`config.mk`:
```
export PLATFORM = sky130hd
export DESIGN_NAME = sci_tx_ctrl
export DESIGN_NICKNAME = d
export VERILOG_FILES = /design/src/rtl/sci_tx_pkg.sv /design/src/rtl/sci_ctrl_reg.sv /design/src/rtl/sci_tx_sched.sv /design/src/rtl/sci_tx_shift.sv /design/src/rtl/sci_tx_ctrl.sv
export SDC_FILE = /design/constraint.sdc
export NUM_CORES = 1
export LEC_CHECK = 0
export CAP_MARGIN = 15
export CELL_PAD_IN_SITES_DETAIL_PLACEMENT = 1
export CELL_PAD_IN_SITES_GLOBAL_PLACEMENT = 2
export CORE_MARGIN = 2
export CORE_UTILIZATION = 30
export CTS_CLUSTER_DIAMETER = 200
export CTS_CLUSTER_SIZE = 20
export DETAILED_ROUTE_END_ITERATION = 10
export HOLD_SLACK_MARGIN = 0.08
export PLACE_DENSITY_LB_ADDON = 0.1
export SYNTH_ARGS = -nofsm -noshare
export SYNTH_HDL_FRONTEND = slang
export SYNTH_SLANG_ARGS = --single-unit
```
`constraint.sdc`:
```
create_clock -name clk -period 3.25 [get_ports clk]
set_clock_uncertainty 0.05 [all_clocks]
set_input_delay 0.325 -clock clk [delete_from_list [all_inputs] [get_ports clk]]
set_output_delay 0.325 -clock clk [all_outputs]
set_load 0.02 [all_outputs]
```
`src/rtl/sci_tx_pkg.sv`:
```
package sci_tx_pkg;
  localparam int CR_BRK      = 0;
  localparam int CR_RX_WAKE  = 1;
  localparam int CR_RX_EN    = 2;
  localparam int CR_TX_EN    = 3;
  localparam int CR_IDLE_IE  = 4;
  localparam int CR_RXF_IE   = 5;
  localparam int CR_DONE_IE  = 6;
  localparam int CR_EMPTY_IE = 7;

  typedef enum logic [1:0] {
    FK_ONES = 2'd0,
    FK_ZERO = 2'd1,
    FK_DATA = 2'd2
  } frame_kind_e;
endpackage

```
`src/rtl/sci_ctrl_reg.sv`:
```
module sci_ctrl_reg
  import sci_tx_pkg::*;
(
  input  logic       clk,
  input  logic       rst_n,
  input  logic       wr_en,
  input  logic [7:0] wr_data,
  output logic [7:0] ctrl,
  input  logic       tx_empty,
  input  logic       tx_done,
  input  logic       rx_full,
  input  logic       rx_idle,
  output logic       tx_irq,
  output logic       rx_irq
);
  always_ff @(posedge clk) begin
    if (!rst_n)     ctrl <= '0;
    else if (wr_en) ctrl <= wr_data;
  end

  assign tx_irq = (ctrl[CR_EMPTY_IE] & tx_empty) | (ctrl[CR_DONE_IE] & tx_done);
  assign rx_irq = (ctrl[CR_RXF_IE] & rx_full) | (ctrl[CR_IDLE_IE] & rx_idle);

  AST_WRITE_TAKES: assert property (@(posedge clk) disable iff (!rst_n)
    ($past(rst_n) && $past(wr_en)) |-> (ctrl == $past(wr_data)));
endmodule

```
`src/rtl/sci_tx_sched.sv`:
```
module sci_tx_sched
  import sci_tx_pkg::*;
#(
  parameter int DATA_MAX = 9
) (
  input  logic                clk,
  input  logic                rst_n,
  input  logic                tx_en,
  input  logic                brk,
  input  logic                in_valid,
  input  logic [DATA_MAX-1:0] in_data,
  output logic                in_ready,
  input  logic                sh_free,
  input  logic                sh_busy,
  output logic                ld,
  output frame_kind_e         ld_kind,
  output logic [DATA_MAX-1:0] ld_data,
  output logic                tx_done
);
  logic                full;
  logic [DATA_MAX-1:0] hold;
  logic                en_d;
  logic                ones_pend;
  logic                want_ones;
  logic                accept;

  assign in_ready  = ~full;
  assign accept    = in_valid & ~full;
  assign want_ones = ones_pend | (tx_en & ~en_d);
  assign ld_data   = hold;

  // Priority: queued all-ones frame, then break, then buffered data.
  always_comb begin
    ld      = 1'b0;
    ld_kind = FK_DATA;
    if (tx_en && sh_free) begin
      if (want_ones) begin
        ld      = 1'b1;
        ld_kind = FK_ONES;
      end else if (brk) begin
        ld      = 1'b1;
        ld_kind = FK_ZERO;
      end else if (full) begin
        ld      = 1'b1;
        ld_kind = FK_DATA;
      end
    end
  end

  always_ff @(posedge clk) begin
    if (!rst_n) begin
      en_d      <= 1'b0;
      ones_pend <= 1'b0;
      full      <= 1'b0;
      hold      <= '0;
    end else begin
      en_d <= tx_en;
      if (!tx_en) ones_pend <= 1'b0;
      else        ones_pend <= want_ones & ~(ld & (ld_kind == FK_ONES));
      if (accept) begin
        full <= 1'b1;
        hold <= in_data;
      end else if (ld && ld_kind == FK_DATA) begin
        full <= 1'b0;
      end
    end
  end

  assign tx_done = ~sh_busy & ~(tx_en & (want_ones | brk | full));
endmodule

```
`src/rtl/sci_tx_shift.sv`:
```
module sci_tx_shift
  import sci_tx_pkg::*;
#(
  parameter int DATA_MAX = 9,
  parameter int OVS      = 16
) (
  input  logic                clk,
  input  logic                rst_n,
  input  logic                baud_tick,
  input  logic                nine_bit,
  input  logic                ld,
  input  frame_kind_e         ld_kind,
  input  logic [DATA_MAX-1:0] ld_data,
  output logic                txd,
  output logic                busy,
  output logic                free
);
  localparam int FW = DATA_MAX + 2;
  localparam int CW = (OVS > 1) ? $clog2(OVS) : 1;
  localparam int BW = $clog2(FW + 1);

  logic [FW-1:0] sh;
  logic [CW-1:0] tcnt;
  logic [BW-1:0] left;
  logic [FW-1:0] frame;
  logic [BW-1:0] flen;
  logic          bit_end;

  assign bit_end = busy & baud_tick & (tcnt == CW'(OVS - 1));
  assign free    = ~busy | (bit_end & (left == BW'(1)));
  assign flen    = nine_bit ? BW'(FW) : BW'(FW - 1);

  always_comb begin
    frame = '1;
    case (ld_kind)
      FK_ZERO: frame = '0;
      FK_DATA: begin
        frame[0] = 1'b0;
        for (int i = 0; i < DATA_MAX; i++) begin
          if (i < DATA_MAX - 1 || nine_bit) frame[i+1] = ld_data[i];
        end
      end
      default: frame = '1;
    endcase
  end

  always_ff @(posedge clk) begin
    if (!rst_n) begin
      sh   <= '1;
      tcnt <= '0;
      left <= '0;
      busy <= 1'b0;
    end else if (ld) begin
      sh   <= frame;
      tcnt <= '0;
      left <= flen;
      busy <= 1'b1;
    end else if (busy && baud_tick) begin
      tcnt <= bit_end ? '0 : tcnt + CW'(1);
      if (bit_end) begin
        sh   <= {1'b1, sh[FW-1:1]};
        left <= left - BW'(1);
        if (left == BW'(1)) busy <= 1'b0;
      end
    end
  end

  assign txd = busy ? sh[0] : 1'b1;

  AST_HOLD_NO_TICK: assert property (@(posedge clk) disable iff (!rst_n)
    (busy && !baud_tick) |=> $stable(txd));
endmodule

```
`src/rtl/sci_tx_ctrl.sv`:
```
module sci_tx_ctrl
  import sci_tx_pkg::*;
#(
  parameter int DATA_MAX = 9,
  parameter int OVS      = 16
) (
  input  logic                clk,
  input  logic                rst_n,
  input  logic                baud_tick,
  input  logic                nine_bit,
  input  logic                cfg_wr,
  input  logic [7:0]          cfg_wdata,
  output logic [7:0]          cfg_rdata,
  input  logic                in_valid,
  input  logic [DATA_MAX-1:0] in_data,
  output logic                in_ready,
  input  logic                rx_full,
  input  logic                rx_idle,
  output logic                txd,
  output logic                tx_empty,
  output logic                tx_done,
  output logic                tx_irq,
  output logic                rx_irq
);
  logic [7:0]          ctrl;
  logic                sh_free, sh_busy, ld;
  frame_kind_e         ld_kind;
  logic [DATA_MAX-1:0] ld_data;

  assign cfg_rdata = ctrl;
  assign tx_empty  = in_ready;

  sci_ctrl_reg u_reg (
    .clk(clk), .rst_n(rst_n), .wr_en(cfg_wr), .wr_data(cfg_wdata), .ctrl(ctrl),
    .tx_empty(tx_empty), .tx_done(tx_done), .rx_full(rx_full), .rx_idle(rx_idle),
    .tx_irq(tx_irq), .rx_irq(rx_irq)
  );

  sci_tx_sched #(.DATA_MAX(DATA_MAX)) u_sched (
    .clk(clk), .rst_n(rst_n), .tx_en(ctrl[CR_TX_EN]), .brk(ctrl[CR_BRK]),
    .in_valid(in_valid), .in_data(in_data), .in_ready(in_ready),
    .sh_free(sh_free), .sh_busy(sh_busy), .ld(ld), .ld_kind(ld_kind),
    .ld_data(ld_data), .tx_done(tx_done)
  );

  sci_tx_shift #(.DATA_MAX(DATA_MAX), .OVS(OVS)) u_shift (
    .clk(clk), .rst_n(rst_n), .baud_tick(baud_tick), .nine_bit(nine_bit),
    .ld(ld), .ld_kind(ld_kind), .ld_data(ld_data),
    .txd(txd), .busy(sh_busy), .free(sh_free)
  );

  AST_START_NEEDS_EN: assert property (@(posedge clk) disable iff (!rst_n)
    $rose(sh_busy) |-> $past(ctrl[CR_TX_EN]));
  AST_DRAIN_LOADS: assert property (@(posedge clk) disable iff (!rst_n)
    $rose(in_ready) |-> sh_busy);
  AST_DONE_LINE_HIGH: assert property (@(posedge clk) disable iff (!rst_n)
    tx_done |-> txd);
endmodule

```
Word-level counts from Yosys, hierarchy flattened

Index checks and enable logic that the tools add are counted.

Bits in registers: 40
Input bits: 25
Output and inout port bits: 14
Word-level logic and storage cells: 77

$add $sub $neg: 2
Eq/ne operators: 4
Muxes and demuxes: 25
Bitwise logic cells: 25
Reduce and logical (&&, ||, !) cells: 12

Operator list:

| cell                                             | count |
|---|---|
| 2-to-1 mux 11 bit                                | 3 |
| one-hot mux 10 bit (2 select lines)              | 1 |
| 2-to-1 mux 4 bit                                 | 4 |
| 2-to-1 mux 1 bit                                 | 14 |
| bitwise AND 1 bit                                | 13 |
| nonzero test 2 bit                               | 4 |
| 2-to-1 mux 2 bit                                 | 3 |
| NOT 1 bit                                        | 6 |
| bitwise OR 1 bit                                 | 6 |
| adder 4 x 1 -> 4 bit, second input constant      | 1 |
| == test 4 x 1 -> 1 bit, second input constant    | 1 |
| == test 4 bit, second input constant             | 1 |
| AND reduction 2 bit                              | 2 |
| subtractor 4 x 1 -> 4 bit, second input constant | 1 |
| logical AND 1 bit                                | 3 |
| AND reduction 3 bit                              | 1 |
| == test 2 x 1 -> 1 bit, second input constant    | 1 |
| == test 2 bit, second input constant             | 1 |
| logical NOT 2 bit                                | 1 |
| OR reduction 2 bit                               | 1 |

Longest topological paths before layout

Depth after elaboration: 10
Mapped depth: 11
Mapped depth without buffers: 11

Modules after synthesis

A second synthesis with hierarchy kept.

Cell total of the unflattened synthesis: 223
Area total of the unflattened synthesis: 2103.3 µm²

By module, submodules not included:

| module       | instances | cells each | area an instance (µm²) | sequential area each (µm²) |
|---|---|---|---|---|
| sci_tx_shift | 1         | 136        | 1253.7                 | 400.4 |
| sci_tx_sched | 1         | 59         | 523.0                  | 240.2 |
| sci_ctrl_reg | 1         | 27         | 319.1                  | 160.2 |
| sci_tx_ctrl  | 1         | 1          | 7.5                    | 0.0 |

Worst setup path after synthesis

Ideal clock, no wire load.

Path type: flip-flop to flip-flop
Start point: register u_shift.tcnt[0]
End point: register u_shift.sh[1]
Library setup time: 0.122 ns
Arrival: 2.461 ns
Required time: 3.078 ns
Path slack: 0.617 ns
Stages on the path, launching flop included: 12
Buffers on the path: 1
Period minus slack after synthesis: 2.633 ns
Cell sequence: dfxtp_1 ha_1 and4_1 buf_2 a21boi_2 or3_1 inv_1 ha_1 nor2_1 nor3_1 o2111ai_4 o32a_1

Cells in the longest elaborated chain, start to end: 9
Elaborated cells on any way between the ends: 14
Those cells by class: 3 x eq/ne; 4 x mux; 3 x bitwise; 4 x reduce/logical

RTL lines:

| what                                                           | RTL line           | RTL |
|---|---|---|
| start, declared                                                | sci_tx_shift.sv:23 | `logic [CW-1:0] tcnt;` |
| start signal, assigned                                         | sci_tx_shift.sv:59 | `tcnt <= bit_end ? '0 : tcnt + CW'(1);` |
| == test 4 bit *                                                | sci_tx_shift.sv:29 | `assign bit_end = busy & baud_tick & (tcnt == CW'(OVS - 1));` |
| bitwise AND 1 bit *                                            | sci_tx_shift.sv:29 |  |
| bitwise AND 1 bit                                              | sci_tx_shift.sv:30 | `assign free = ~busy \| (bit_end & (left == BW'(1)));` |
| bitwise OR 1 bit                                               | sci_tx_shift.sv:30 |  |
| logical AND 1 bit                                              | sci_tx_sched.sv:36 | `if (tx_en && sh_free) begin` |
| 2-to-1 mux 2 bit                                               | sci_tx_sched.sv:36 |  |
| == test 2 bit / == test 2 x 1 -> 1 bit (equally long branches) | sci_tx_shift.sv:35 | `case (ld_kind)` |
| one-hot mux 10 bit (2 select lines)                            | sci_tx_shift.sv:35 |  |
| 2-to-1 mux 11 bit                                              | sci_tx_shift.sv:53 | `end else if (ld) begin` |
| end signal, assigned                                           | sci_tx_shift.sv:54 | `sh <= frame;` |
| end signal, assigned                                           | sci_tx_shift.sv:61 | `sh <= {1'b1, sh[FW-1:1]};` |
| end, declared                                                  | sci_tx_shift.sv:22 | `logic [FW-1:0] sh;` |

Every way passes the cells marked *; elsewhere a longest branch is shown, timed or not.
A chain may end at the register's enable or synchronous reset.

Final worst setup path

Start point: register u_shift.left[1]
End point: register u_shift.sh[1]

Cells in the longest elaborated chain, start to end: 8
Elaborated cells on any way between the ends: 13
Those cells by class: 3 x eq/ne; 4 x mux; 2 x bitwise; 4 x reduce/logical

RTL lines:

| what                                                           | RTL line           | RTL |
|---|---|---|
| start, declared                                                | sci_tx_shift.sv:24 | `logic [BW-1:0] left;` |
| start signal, assigned                                         | sci_tx_shift.sv:56 | `left <= flen;` |
| start signal, assigned                                         | sci_tx_shift.sv:62 | `left <= left - BW'(1);` |
| == test 4 x 1 -> 1 bit *                                       | sci_tx_shift.sv:30 |  |
| bitwise AND 1 bit *                                            | sci_tx_shift.sv:30 |  |
| bitwise OR 1 bit *                                             | sci_tx_shift.sv:30 |  |
| logical AND 1 bit *                                            | sci_tx_sched.sv:36 |  |
| 2-to-1 mux 2 bit                                               | sci_tx_sched.sv:36 |  |
| == test 2 bit / == test 2 x 1 -> 1 bit (equally long branches) | sci_tx_shift.sv:35 |  |
| one-hot mux 10 bit (2 select lines)                            | sci_tx_shift.sv:35 |  |
| 2-to-1 mux 11 bit                                              | sci_tx_shift.sv:53 |  |

Marks and branches as above.

==> out/qor.yml <==
vias_per_cell: 4.940
fin_crit_ns: 2.862
postLayoutCellArea_um2: 2445
cp_num_buf_inv: 2
netlist_area_um2: 1911
drc: 0
dp_hpwl_um: 3437
finalSetupViolations: 0
antenna_found_initial: 0
syn_to_final_growth_pct: 27.96
drtIter0Drc: 77
critPathKind: "reg2reg"
hold_ws_ns: 0.4114
drive_gt1_share_pct: 7.004
via_count: 1650
final-hold-violation-count: 0
core_area_um2: 6241
critical_path.max_stage_delay_ns: 0.42
die_w_um: 83.81
status: "completed"
nFillCells: 743
grt_max_degree: 22
placementRows: 29
synthFlopType: "dfxtp_1"
cp.required_ns: 3.39
path_cells: "inv_1 -> ha_1 -> nor3b_2 -> a21boi_2 -> or3_1 -> inv_1 -> ha_1 -> nor2_1 -> nor3_1 -> o2111ai_4 -> o32a_1"
drv_slew: 0
ys_seq_area_share_pct: 41.91
setup_slack_ns: 0.3880
hold_path.class: "reg2reg"
reg2reg_setup_slack_ns: 0.39
clkSinkCount: 40
r2r_end: "u_shift.sh[1]$_SDFFE_PN1P_"
numCtsBuffers: 5
io_buffer_count: 38
max_cap_violations: 0
worstHoldStart: "u_sched.ld_data[1]$_SDFFE_PN0P_"
postCtsHoldBufs: 0
drt-total-wl_um: 4780
place_area_um2: 2333
start_util_pct: 30.61
max-clock-path-buffers: 2
num_io_pins: 39
worst_pin_slew_ns: 0.7582
endpoint_kind: "flop"
antenna_cells: 0
die_area_um2: 7023
cts_tree: "done"
clk_pin_slew_worst_paths_ns: 0.08
critPathSlowestCell: "or3_1"
ys_seq_elements: 40
start_kind: "flop"
cp_num_cells: 11
reg2reg_depth: 11
nets: 287
r2r-start: "u_shift.left[1]$_SDFFE_PN0P_"
gp_congestion: 0.7233
grt_pass1_wl_um: 8404
cts-root-buf: "clkbuf_8"
powerDensity_nw_per_um2: 460.3
grt.total_usage_pct: 14.63
syn_inst: 224
fmax_mhz: 349.4
h-tree-depth: 2
vdd.ir_drop.worst_uv: 230.7
max_slew_margin_pct: 49.27
holdPathStages: 2
setup_tns_ns: 0
power_mw: 1.125
post_cts_buffers: 0
leakage_nw: 0.9180
wl_per_cell_um: 14.31
gr-total-overflow: 0
grt_pass1_vias: 1712
place_ws_ns: 0.1963
synthArstFlopShare_pct: 0
ant_nets: 0
ys_types: 41
crit_family: "simple AND/OR/NAND/NOR gates"
synth-edff-count: 0
syn-num-nets: 255
cp_max_fo: 9
drt_first_pass_iters: 4
rsz0062_at_grt: "false"
yosysWarnings: 0
finalCritPeriodShare_pct: 88.06
postSynthAreaPerCell_um2: 8.529
arrival_ns: 3.00
die_y_um: 83.81
cts_resized: 0
min_to: "u_sched.ld_data[1]$_SDFFE_PN0P_"
worstSkewPairLatency_ns: 0.30
==> cells by family after synthesis <==
family / Yosys count / share of synthesized area (%)
AO/OA/AOI/OAI: 54 / 20.69
XOR/XNOR: 4 / 1.834
adder cells (fa/ha/maj): 6 / 3.929
buffers and inverters: 26 / 5.959
flip-flops: 40 / 41.91
multiplexers: 8 / 4.191
AND/OR/NAND/NOR: 86 / 21.48
==> report_power, final <==
part	internal (mW)	switching, mW
Clock	0.227	0.184
Combinational	0.0861	0.0953
Sequential	0.515	0.0180
==> Yosys cell counts (2+ instances only) <==
cell	number	area, um^2
a22o_1	2	17.52
nand2b_1	3	18.77
or3_1	3	18.77
dfxtp_1	40	800.8
nand2_1	34	127.6
nor2_1	18	67.56
mux2i_1	8	80.08
nand3_1	5	25.02
buf_4	3	22.52
xor2_1	3	26.28
a21boi_0	8	60.06
o21ai_0	3	15.01
nor3_1	14	70.07
o21ai_1	3	15.01
ha_1	6	75.07
clkbuf_1	8	30.03
buf_2	4	20.02
a21oi_1	19	95.09
inv_1	9	33.78
o32a_1	9	90.09
a211oi_1	2	15.01
==> tightest hold or removal path: stages (launching register included) <==
cell and delay [ns]:
dfxtp_1 0.32, nand2_1 0.05, a21oi_1 0.05
==> worst max-delay path by stage <==
stage | startpoint | endpoint | slack, ns
after floorplan | u_shift.tcnt[0]$_SDFFE_PP0P_ | u_shift.sh[1]$_SDFFE_PN1P_ | 0.62
after global placement | baud_tick | u_shift.sh[3]$_SDFFE_PN1P_ | 0.25
after detailed placement | baud_tick | u_shift.sh[8]$_SDFFE_PN1P_ | 0.20
after CTS | u_reg.ctrl[3]$_SDFFE_PN0P_ | tx_irq | 0.37
after global routing | u_shift.left[1]$_SDFFE_PN0P_ | u_shift.sh[4]$_SDFFE_PN1P_ | 0.18
final | u_shift.left[1]$_SDFFE_PN0P_ | u_shift.sh[1]$_SDFFE_PN1P_ | 0.39
==> cell usage in the layout, fill, tap and decap left out, types with 3 or more instances in the layout <==
| master | count |
|---|---|
| dfxtp_1 | 40 |
| clkdlybuf4s50_1 | 38 |
| nand2_1 | 34 |
| a21oi_1 | 19 |
| nor2_1 | 18 |
| nor3_1 | 14 |
| inv_1 | 9 |
| o32a_1 | 9 |
| a21boi_0 | 8 |
| mux2i_1 | 8 |
| ha_1 | 6 |
| nand3_1 | 5 |
| clkbuf_8 | 5 |
| nand2b_1 | 3 |
| or3_1 | 3 |
| o21ai_1 | 3 |
| xor2_1 | 3 |
| o21ai_0 | 3 |
| buf_4 | 3 |
==> registers in the layout, indices dropped and copies added (netlist names) <==
register and flops:
u_sched.ones_pend 1, u_shift.left 4, u_sched.ld_data 9, u_shift.sh 11, u_shift.tcnt 4, u_sched.full 1, u_sched.en_d 1, u_shift.busy 1
u_reg.ctrl 8
==> per-stage QoR <==
stage | utilization, % | cells
2_1_floorplan | - | 224
3_3_place_gp | 37.39 | 326
3_5_place_dp | 37.39 | 326
4_1_cts | 39.17 | 334
5_1_grt | 39.17 | 334
6_report | 39.17 | 334
==> metal layers <==
| layer | global-route usage, % | wire [um] | vias up |
|---|---|---|---|
| met5 | 0 | 0 | - |
| met4 | 4.399 | 68 | 0 |
| met3 | 3.660 | 181 | 5 |
| met2 | 21.96 | 2037 | 33 |
| met1 | 20.69 | 2494 | 770 |
| li1 | - | - | 842 |
==> final cells by class <==
class                           instances  area [um^2]  area share (%)
Multi-Input combinational cell        158        996.0           40.74
Sequential cell                        40        800.8           32.75
Timing Repair Buffer                   41        402.9           16.48
Tap cell                               77        96.34           3.941
Clock buffer                            5        68.82           2.815
Clock inverter                          3        42.54           1.740
Inverter                               10        37.54           1.535
Power figures use the tool's default switching activity.
